[src/rtl/cal_pkg.sv]
package cal_pkg;
    localparam int REG_W  = 8;
    localparam int OFS_W  = REG_W - 1;
    localparam int SUM_W  = 9;

    typedef enum logic [0:0] {
        ST_UNLOCKED = 1'b0,
        ST_LOCKED   = 1'b1
    } lock_state_t;
endpackage

[src/rtl/cal_lock_fsm.sv]
module cal_lock_fsm
    import cal_pkg::*;
(
    input  logic clk,
    input  logic plat_rst_n,
    input  logic wr_en,
    input  logic lock_req,
    output logic locked
);
    lock_state_t state_q;
    lock_state_t state_d;

    // Transitions: SET_LOCK (UNLOCKED->LOCKED on a write with the lock bit), HOLD otherwise.
    always_comb begin
        state_d = state_q;
        unique case (state_q)
            ST_UNLOCKED: if (wr_en && lock_req) state_d = ST_LOCKED;
            ST_LOCKED:   state_d = ST_LOCKED;
            default:     state_d = ST_UNLOCKED;
        endcase
    end

    // State register. PLAT_CLEAR is the asynchronous reset to UNLOCKED.
    always_ff @(posedge clk or negedge plat_rst_n) begin
        if (!plat_rst_n) state_q <= ST_UNLOCKED;
        else             state_q <= state_d;
    end

    always_comb begin
        locked = (state_q == ST_LOCKED);
    end

    assert_lock_sticky_R3: assert property (@(posedge clk) disable iff (!plat_rst_n)
        locked |=> locked);

    assert_lock_cause_R3: assert property (@(posedge clk) disable iff (!plat_rst_n)
        $rose(locked) |-> $past(wr_en && lock_req));
endmodule

[src/rtl/cal_offset_field.sv]
module cal_offset_field
    import cal_pkg::*;
#(
    parameter int W = OFS_W
) (
    input  logic         clk,
    input  logic         pwr_rst_n,
    input  logic         wr_en,
    input  logic [W-1:0] wr_ofs,
    input  logic         locked,
    output logic [W-1:0] ofs
);
    logic         load;
    logic [W-1:0] ofs_q;

    always_comb begin
        load = wr_en && !locked;
    end

    always_ff @(posedge clk or negedge pwr_rst_n) begin
        if (!pwr_rst_n)  ofs_q <= '0;
        else if (load)   ofs_q <= wr_ofs;
    end

    always_comb begin
        ofs = ofs_q;
    end

    assert_locked_frozen_R5: assert property (@(posedge clk) disable iff (!pwr_rst_n)
        locked |=> $stable(ofs));

    assert_open_load_R4: assert property (@(posedge clk) disable iff (!pwr_rst_n)
        (wr_en && !locked) |=> (ofs == $past(wr_ofs)));
endmodule

[src/rtl/cal_sum.sv]
module cal_sum
    import cal_pkg::*;
#(
    parameter int OW = OFS_W,
    parameter int SW = SUM_W
) (
    input  logic          clk,
    input  logic          pwr_rst_n,
    input  logic [OW-1:0] ofs,
    input  logic [SW-1:0] cnt,
    output logic [SW-1:0] sum
);
    localparam int EXT      = SW - OW;
    localparam int POS_LIM  = 2 ** (OW - 1);
    localparam int NEG_BASE = 2 ** SW - POS_LIM;

    logic [SW-1:0] ofs_ext;

    generate
        if (EXT > 0) begin : g_extend
            always_comb ofs_ext = {{EXT{ofs[OW-1]}}, ofs};
        end else begin : g_direct
            always_comb ofs_ext = ofs[SW-1:0];
        end
    endgenerate

    always_comb begin
        sum = cnt + ofs_ext;
    end

    logic [SW-1:0] diff_chk;
    always_comb diff_chk = sum - cnt;

    assert_pos_range_R10: assert property (@(posedge clk) disable iff (!pwr_rst_n)
        !ofs[OW-1] |-> (int'(diff_chk) < POS_LIM));

    assert_neg_range_R10: assert property (@(posedge clk) disable iff (!pwr_rst_n)
        ofs[OW-1] |-> (int'(diff_chk) >= NEG_BASE));
endmodule

[src/rtl/cal_offset_reg.sv]
module cal_offset_reg
    import cal_pkg::*;
(
    input  logic             clk,
    input  logic             plat_rst_n,
    input  logic             pwr_rst_n,
    input  logic             wr_en,
    input  logic [REG_W-1:0] wr_data,
    output logic [REG_W-1:0] rd_data,
    input  logic [SUM_W-1:0] count_in,
    output logic [SUM_W-1:0] dac_word,
    output logic             prot_wr_allow
);
    logic             locked;
    logic [OFS_W-1:0] ofs;

    cal_lock_fsm u_lock (
        .clk        (clk),
        .plat_rst_n (plat_rst_n),
        .wr_en      (wr_en),
        .lock_req   (wr_data[REG_W-1]),
        .locked     (locked)
    );

    cal_offset_field #(.W(OFS_W)) u_field (
        .clk       (clk),
        .pwr_rst_n (pwr_rst_n),
        .wr_en     (wr_en),
        .wr_ofs    (wr_data[OFS_W-1:0]),
        .locked    (locked),
        .ofs       (ofs)
    );

    cal_sum #(.OW(OFS_W), .SW(SUM_W)) u_sum (
        .clk       (clk),
        .pwr_rst_n (pwr_rst_n),
        .ofs       (ofs),
        .cnt       (count_in),
        .sum       (dac_word)
    );

    always_comb begin
        rd_data       = {locked, ofs};
        prot_wr_allow = !locked;
    end

    assert_allow_tracks_lock_R8: assert property (@(posedge clk) disable iff (!plat_rst_n)
        $fell(prot_wr_allow) |-> $past(wr_en && wr_data[REG_W-1]));
endmodule

[config.mk]
export PLATFORM = sky130hd
export DESIGN_NAME = cal_offset_reg
export DESIGN_NICKNAME = d
export VERILOG_FILES = /design/src/rtl/cal_pkg.sv /design/src/rtl/cal_lock_fsm.sv /design/src/rtl/cal_offset_field.sv /design/src/rtl/cal_sum.sv /design/src/rtl/cal_offset_reg.sv
export SDC_FILE = /design/constraint.sdc
export NUM_CORES = 1
export LEC_CHECK = 0
export ABC_AREA = 1
export BUFFER_PORTS_ARGS = -buffer_cell sky130_fd_sc_hd__buf_2
export CORE_MARGIN = 10
export CORE_UTILIZATION = 42
export CTS_CLUSTER_SIZE = 28
export DETAILED_ROUTE_END_ITERATION = 8
export HOLD_SLACK_MARGIN = 0.1
export PLACE_DENSITY = 0.76
export SETUP_SLACK_MARGIN = 0.05
export SLEW_MARGIN = 0
export SYNTH_ARGS = -nofsm -noshare
export SYNTH_HDL_FRONTEND = slang
export SYNTH_SLANG_ARGS = --single-unit
[constraint.sdc]
create_clock -name clk -period 2.5 [get_ports clk]
set_input_delay 0.5 -clock clk [delete_from_list [all_inputs] [get_ports clk]]
set_output_delay 0.5 -clock clk [all_outputs]
set_load 0.01 [all_outputs]
==> results.toml, run 1 <==
[run_status]
outcome = "finished, final reports clean"

[drt]
postRouteAntennaNets = 0
num_vias = 696
drc = 0
firstDrtPassIters = 4
first_iter_violations = 7
wl_per_cell_um = 11.9
via_per_inst = 4.64
drt-total-wl_um = 1790

[synthesis]
muxShareOfSynthArea_pct = 14.3
yosys.area.top_type_share_pct = 27.3
synth_top_family_by_area = "simple AND/OR/NAND/NOR gates"
yosysTopAreaCell = "dfrtp_1"
synth_fa_ha_area_share_pct = 16.4
synth_area_leaders = "dfrtp_1 27%, nand2_1 16%, mux2_4 14%, ha_1 14%, inv_1 6.1%"
syn_nets = 121
synth-xor-area-share_pct = 4.78
ys_seq_area_share_pct = 27.3
synthCells = 91
yosys.area_share.simple_pct = 28.2
synth.distinct_cells = 17
syn_area_sq_um = 733
ys_seq_elements = 8
yosys_warnings = 0
synth_compound_area_share_pct = 1.37
syn_avg_cell_area_sq_um = 8.06

[finish]
multiInputGateArea_sq_um = 479
stdcell_area_sq_um = 982
fillers = 166
drive_gt1_share_pct = 39.1
area_delta_synth_final_pct = 34.0
antenna_cells = 0
final_common_cell = "buf_2"
layout_common_cells = "38 x buf_2, 31 x nand2_1, 12 x inv_1"
ff_latch_area_sq_um = 200
final_nets = 165

[setup_path]
worst_setup_path_start_kind = "flop"
path_max_fanout = 3
reg2reg_slack_ns = 1.50
critPathRequiredTime_ns = 2.00
crit_path_end_kind = "output port"
r2r-start = "u_lock.locked$_DFF_PN0_"
worstSetupPathType = "flop to output port"
cp_num_buf_inv = 1
slowest_delay_ns = 0.40
r2r-end = "u_field.ofs[1]$_DFFE_PN0P_"
worstPathArrival_ns = 1.78
rr_worst_depth = 3
cp_slowest_cell = "dfrtp_1"
critPathTopFamily = "adder cells"
path_common_cell = "nand2_1"
cp_cell_sequence = "ha_1, fa_2, nand2_1, nand2_2, nand3_1, nand2_1, nand2_1, nand2_1, buf_2"

[floorplanning]
die_area_sq_um = 3820
initial_utilization_pct = 43.4
core_area_sq_um = 1690
die_h_um = 61.8
die_x_um = 61.8
ioPinCount = 39
rows = 15

[power]
switchingPower_uw = 64.9
power_uw = 277
internal_power_uw = 212
power.leakage_uw = 0.000642
p_seq_share_pct = 46.8
switching_share_pct = 23.4
power.share.combinational_pct = 20.0
ir_drop_v = 0.000204
powerDensity_nw_per_um2 = 282
p_clk_share_pct = 33.3

[timing]
rsz0062_at_grt = "no"
tightest_slew_ns = 0.213
hold_violations = 0
slew_headroom_pct = 85.8
finalSetupViolations = 0
max_freq_ghz = 0.438
fin_setup_tns_ns = 0
period_share_pct = 91.2
fin_ws_ns = 0.219
finClkSkew_ns = 0.000682
fin_crit_ns = 2.28
slew_viol_final = 0

[grt]
grt_max_degree = 8
grt-ovfl-total = 0
first_global_vias = 735
track_usage_pct = 9.92
grt_first_pass_wirelength_um = 2900
antenna_found_initial = 0

[clock_tree]
post_cts_buffers = 0
cts_sinks = 8
h-tree-depth = 1
cts_buffers = 3
path_clk_slew_ns = 0.05
root_buffer = "clkbuf_4"
worstSkewPairLatency_ns = 0.24
cts_tree = "built"
cts_buffer_depth = 2

[placement]
gp_congestion = 0.793
place_ws_ns = 0.246
placed_area_sq_um = 937
dp_hpwl_um = 1650
port_buffers = 38

[worst_hold_path]
hold-path-cell-count = 3
min_to = "u_lock.locked$_DFF_PN0_"
hold_path.class = "input pin to flop"
hold_start = "wr_data[7]"

[run]
maxCapViolations = 0
[synthesized netlist by cell type]
cell type and number:
nand2_1 31, inv_1 12, dfrtp_1 8, ha_1 8, mux2_4 7, nand3_1 6, nor2_1 4, xnor2_1 3
a21oi_1 2, nand3b_1 2, or2_1 2, buf_4 1, fa_1 1, inv_2 1, nand2_2 1, nand2_4 1
xor2_1 1
[sequential cells by signal, indices dropped and copies added (netlist names)]
name           count
u_field.ofs        7
u_lock.locked      1
[logic make-up after synthesis]
logic type | count (synthesis)
fa+ha+maj | 9
compound gates | 2
simple gates | 47
mux | 7
buf+inv | 14
xor+xnor | 4
flops | 8
[metal layers]
layer | share of wire, % | wire length (um) | track usage (%) | vias up
li1 | - | - | - | 370
met1 | 35 | 628 | 9.22 | 307
met2 | 54 | 975 | 18.9 | 19
met3 | 10 | 186 | 4.47 | 0
met4 | 0 | 0 | 2.87 | 0
met5 | 0 | 0 | 0 | -
[power groups by stage]
stage	sequential, uW	combinational, uW	clock [uW]
6_report	130	55.4	92.2
3_3_place_gp	132	52.5	0
2_1_floorplan	132	25.1	0
4_1_cts	130	56.9	96.2
5_1_grt	129	62.9	106
3_5_place_dp	132	54.4	0
[worst max path at each step]
stage / startpoint / endpoint / slack [ns] / cells after the start
floorplan: count_in[0] / dac_word[8] / 0.50 / 8
global placement: count_in[0] / dac_word[6] / 0.26 / 10
detailed placement: count_in[0] / dac_word[8] / 0.25 / 10
CTS: u_field.ofs[0]$_DFFE_PN0P_ / dac_word[8] / 0.15 / 9
global route: u_field.ofs[0]$_DFFE_PN0P_ / dac_word[8] / 0.06 / 9
finish: u_field.ofs[0]$_DFFE_PN0P_ / dac_word[8] / 0.22 / 9
[tightest hold or removal path, cell delays in order]
cell and delay (ns):
buf_2 0.07, nand2_1 0.04, nand2_1 0.06
[timing repair]
action | CTS | global route
hold buffers | 2 | 0
endpoints found under the setup margin | 0 | 2
endpoints found under the hold margin | 8 | 0
resized for setup | 0 | 1
[per-stage QoR]
stage | util [%] | hold slack [ns] | cells
floorplan | - | 0.204 | 91
global placement | 55.5 | 0.275 | 145
detailed placement | 55.5 | 0.281 | 145
CTS | 58.0 | 0.467 | 150
global route | 58.1 | 0.472 | 150
finish | 58.1 | 0.467 | 150
[layout make-up]
| type | instances | share of cell area, % |
|---|---|---|
| multi-input cells | 69 | 48.8 |
| repair buffers | 40 | 21.4 |
| flip-flops and latches | 8 | 20.4 |
| inverters | 13 | 4.97 |
| clock buffers | 3 | 2.29 |
| well taps | 17 | 2.17 |
(Power assumes the default switching activity.)
==> run 2: changes to the inputs <==
--- a/config.mk
+++ b/config.mk
@@ -6,13 +6,12 @@
 export NUM_CORES = 1
 export LEC_CHECK = 0
 export ABC_AREA = 1
-export BUFFER_PORTS_ARGS = -buffer_cell sky130_fd_sc_hd__buf_2
 export CORE_MARGIN = 10
 export CORE_UTILIZATION = 42
 export CTS_CLUSTER_SIZE = 28
 export DETAILED_ROUTE_END_ITERATION = 8
+export DONT_BUFFER_PORTS = 1
 export HOLD_SLACK_MARGIN = 0.1
-export PLACE_DENSITY = 0.76
 export SETUP_SLACK_MARGIN = 0.05
 export SLEW_MARGIN = 0
 export SYNTH_ARGS = -nofsm -noshare
==> run 2 against run 1 <==
Via count is 18% lower. Cell count is 25% lower. Utilization is 11 points lower. First-iteration DRC count is 43% lower. Sequential power hardly changed. Die area stayed put. Critical endpoint unchanged. Largest power group unchanged. Highest routed layer is now met4.
==> results.toml, run 2 (synthesis gave the netlist of run 1 again) <==
[run_status]
outcome = "finished, final reports clean"

[clock_tree]
cts_sinks = 8
cts_buffers = 3
root_buffer = "clkbuf_4"
worstSkewPairLatency_ns = 0.25
post_cts_buffers = 0
cts_buffer_depth = 2
cts_tree = "built"
path_clk_slew_ns = 0.05
h-tree-depth = 1

[timing]
fin_hold_ws_ns = 0.358
hold_violations = 0
slew_headroom_pct = 77.6
fin_crit_ns = 2.31
fin_ws_ns = 0.195
tightest_slew_ns = 0.333
finalSetupViolations = 0
finClkSkew_ns = 0.00225
rsz0062_at_grt = "no"
period_share_pct = 92.2
max_freq_ghz = 0.434
slew_viol_final = 0
fin_setup_tns_ns = 0

[setup_path]
cp_num_buf_inv = 0
worstPathArrival_ns = 1.81
cp_cell_sequence = "ha_1, fa_1, nand2_1, nand2_2, nand3_1, nand2_1, nand2_1, nand2_1"
crit_path_end_kind = "output port"
path_max_fanout = 3
worst_setup_path_start_kind = "flop"
critPathRequiredTime_ns = 2.00
cp_slowest_cell = "dfrtp_2"
worstSetupPathType = "flop to output port"
slowest_delay_ns = 0.44
critPathTopFamily = "adder cells"
path_common_cell = "nand2_1"

[worst_hold_path]
hold_path.class = "input pin to flop"

[placement]
gp_congestion = 0.767
dp.cells = 107
port_buffers = 0
place_ws_ns = 0.422
placed_area_sq_um = 747
dp_hpwl_um = 1490

[finish]
final_common_cell = "nand2_1"
antenna_cells = 0
area_delta_synth_final_pct = 7.85
stdcell_area_sq_um = 791
fin_cells = 112
largest_reg_flops = 7
final_nets = 127
layout_common_cells = "31 x nand2_1, 12 x inv_1, 8 x ha_1"
drive_gt1_share_pct = 14.7

[power]
ir_drop_v = 0.000193
power.leakage_uw = 0.000481
powerDensity_nw_per_um2 = 327

[grt]
grt_max_degree = 8
track_usage_pct = 9.22
antenna_found_initial = 0
grt_first_pass_wirelength_um = 2600
grt-ovfl-total = 0
first_global_vias = 591

[drt]
num_vias = 571
via_per_inst = 5.10
firstDrtPassIters = 2
drt-total-wl_um = 1620
drc = 0
first_iter_violations = 4
wl_per_cell_um = 14.4
postRouteAntennaNets = 0

[floorplanning]
die_x_um = 61.8
initial_utilization_pct = 43.4
die_h_um = 61.8
die_area_sq_um = 3820
core_area_sq_um = 1690
ioPinCount = 39
rows = 15

[run]
maxCapViolations = 0
[run 2: layout make-up]
| class | instances | area (sq um) |
|---|---|---|
| Fill cell | 161 | 898 |
| Multi-Input combinational cell | 69 | 477 |
| Sequential cell | 8 | 201 |
| Inverter | 13 | 48.8 |
| Clock buffer | 3 | 22.5 |
| Tap cell | 17 | 21.3 |
| Timing Repair Buffer | 2 | 20.0 |
[run 2: what timing repair did]
item                                    4_1_cts  5_1_grt
resized for setup                             0        1
endpoints found under the setup margin        0        2
hold buffers                                  2        0
hold endpoints to repair                      8        0
[run 2: worst paths after layout]
kind | start | to | slack [ns] | cells past startpoint
max | u_field.ofs[0]$_DFFE_PN0P_ | dac_word[8] | 0.19 | 8
min in group asynchronous | plat_rst_n | u_lock.locked$_DFF_PN0_ | 0.45 | 1
min | wr_en | u_lock.locked$_DFF_PN0_ | 0.36 | 2
min reg2reg | u_field.ofs[0]$_DFFE_PN0P_ | u_field.ofs[0]$_DFFE_PN0P_ | 0.61 | 1
max reg2reg | u_lock.locked$_DFF_PN0_ | u_field.ofs[0]$_DFFE_PN0P_ | 1.39 | 3
max in group asynchronous | pwr_rst_n | u_field.ofs[0]$_DFFE_PN0P_ | 1.68 | 1
[run 2: worst reg2reg max path, delay by kind of cell (launching register included)]
kind,cells,cell delay [ns]
DFF,1,0.42
muxes,1,0.32
buffers and inverters,1,0.13
and+or+nand+nor,1,0.11
[run 2: per-stage QoR]
step	utilization, %	total power (uW)
CTS	46.7	265
global route	46.8	272
finish	46.8	259
floorplan	-	157
detailed placement	44.2	162
global placement	44.2	161
[run 2: report_power, final]
group / switching [uW] / internal, uW / total, uW
clock: 40.8 / 54.7 / 95.5
combinational: 20.1 / 13.3 / 33.4
sequential: 0 / 130 / 130
total: 60.9 / 198 / 259
[run 2: routing by layer]
layer	GRT usage, %	vias up	routed length [um]
li1	-	297	-
met1	8.41	248	548
met2	16.4	22	847
met3	4.07	4	196
met4	5.73	0	23
met5	0	-	0
==> run 3: changes to the inputs <==
--- a/config.mk
+++ b/config.mk
@@ -12,8 +12,10 @@
 export DETAILED_ROUTE_END_ITERATION = 8
 export DONT_BUFFER_PORTS = 1
 export HOLD_SLACK_MARGIN = 0.1
+export PLACE_DENSITY_LB_ADDON = 0.08
 export SETUP_SLACK_MARGIN = 0.05
 export SLEW_MARGIN = 0
 export SYNTH_ARGS = -nofsm -noshare
 export SYNTH_HDL_FRONTEND = slang
 export SYNTH_SLANG_ARGS = --single-unit
+export TNS_END_PERCENT = 30
==> run 3 against run 2 <==
Die area unchanged. Sequential share of layout area down 0.12 points. Largest power group unchanged. Global-route usage down 0.46 points. Routed wire length down 4.7%. Critical endpoint unchanged. Clock-buffer cell count unchanged. Power down 0.96%.
==> results.toml, run 3 (synthesis gave the netlist of run 1 again) <==
[finish]
fin_cells = 112
final_common_cell = "nand2_1"
largest_reg_flops = 7
layout_common_cells = "31 x nand2_1, 12 x inv_1, 8 x ha_1, 8 x dfrtp_1, 7 x mux2_4"
multiInputGateArea_sq_um = 477
antenna_cells = 0
final_core_util_pct = 46.7
area_delta_synth_final_pct = 7.68
drive_gt1_share_pct = 13.7
final_nets = 127
fillers = 182
ff_latch_area_sq_um = 200

[drt]
via_per_inst = 4.97
drc = 0
firstDrtPassIters = 2
drt-total-wl_um = 1540
num_vias = 557
wl_per_cell_um = 13.7
first_iter_violations = 9
postRouteAntennaNets = 0

[placement]
dp.cells = 107
place_ws_ns = 0.426
port_buffers = 0
gp_congestion = 0.776
dp_hpwl_um = 1420

[floorplanning]
initial_utilization_pct = 43.4
ioPinCount = 39
core_area_sq_um = 1690
rows = 15
die_area_sq_um = 3820
die_x_um = 61.8
die_h_um = 61.8

[timing]
hold_violations = 0
slew_viol_final = 0
rsz0062_at_grt = "no"
max_freq_ghz = 0.434
fin_setup_tns_ns = 0
finClkSkew_ns = 0.00276
slew_headroom_pct = 77.4
period_share_pct = 92.2
fin_ws_ns = 0.196
fin_crit_ns = 2.30
tightest_slew_ns = 0.336
finalSetupViolations = 0

[run]
maxCapViolations = 0

[clock_tree]
root_buffer = "clkbuf_4"
cts_resized = 0
path_clk_slew_ns = 0.05
cts_tree = "built"
cts_buffers = 3
worstSkewPairLatency_ns = 0.24
cts_buffer_depth = 2
h-tree-depth = 1
cts_sinks = 8
post_cts_buffers = 0

[setup_path]
worst_setup_path_start_kind = "flop"
reg2reg_slack_ns = 1.40
path_max_fanout = 3
worstSetupPathType = "flop to output port"
critPathRequiredTime_ns = 2.00
crit_path_end_kind = "output port"
worstPathArrival_ns = 1.80

[grt]
track_usage_pct = 8.76
grt-ovfl-total = 0
first_global_vias = 607
grt_max_degree = 8
grt_first_pass_wirelength_um = 2560
antenna_found_initial = 0

[power]
ir_drop_v = 0.000217
power.leakage_uw = 0.000483
powerDensity_nw_per_um2 = 324

[worst_hold_path]
hold_path.class = "input pin to flop"

[run_status]
outcome = "finished, final reports clean"
-- run 3: cell counts in the layout (fill, tap and decap cells not counted) --
No cell type changed its count.
-- run 3: layout make-up --
cell class                      count  area share (%)
Clock buffer                        3            2.85
Inverter                           13            6.18
Multi-Input combinational cell     69            60.4
Sequential cell                     8            25.4
Tap cell                           17            2.69
Timing Repair Buffer                2            2.54
-- run 3: per-layer routing --
layer,global-route usage [%],vias to the layer above,routed length (um),part of all wire [%]
li1,-,298,-,-
met1,9.00,241,607,39
met2,16.0,18,810,53
met3,2.64,0,121,7.9
met4,3.82,0,0,0
met5,0,-,0,0
-- run 3: worst paths after layout --
check,endpoint,depth (start not counted),start
max,dac_word[8],8,u_field.ofs[0]$_DFFE_PN0P_
min,u_lock.locked$_DFF_PN0_,2,wr_en
max reg2reg,u_field.ofs[0]$_DFFE_PN0P_,3,u_lock.locked$_DFF_PN0_
min reg2reg,u_lock.locked$_DFF_PN0_,2,u_lock.locked$_DFF_PN0_
max in group asynchronous,u_field.ofs[1]$_DFFE_PN0P_,1,pwr_rst_n
min in group asynchronous,u_lock.locked$_DFF_PN0_,1,plat_rst_n
-- run 3: repair_timing --
action                                 CTS  global route
setup endpoints to repair                0             0
hold buffers                             2             0
endpoints found under the hold margin    8             0
-- run 3: through the flow --
step | hold WS, ns | instance area, sq um | total power, uW
after floorplan | 0.204 | 733 | 157
after global placement | 0.204 | 747 | 161
after detailed placement | 0.204 | 747 | 162
after CTS | 0.357 | 790 | 265
after global routing | 0.362 | 790 | 272
final | 0.366 | 790 | 256
-- run 3: power breakdown --
part	internal, uW	leakage [uW]	switching (uW)	total, uW
registers	130	0.000107	0	130
clock network	54.6	0.0000138	38.7	93.2
logic	13.2	0.000362	20.0	33.2
total	198	0.000483	58.6	256
-- run 3: critical path, stage by stage, from the launching register on --
cell     delay [ns]
dfrtp_1        0.44
ha_1           0.25
fa_1           0.40
nand2_1        0.10
nand2_2        0.07
nand3_1        0.10
nand2_1        0.06
nand2_1        0.05
nand2_1        0.09
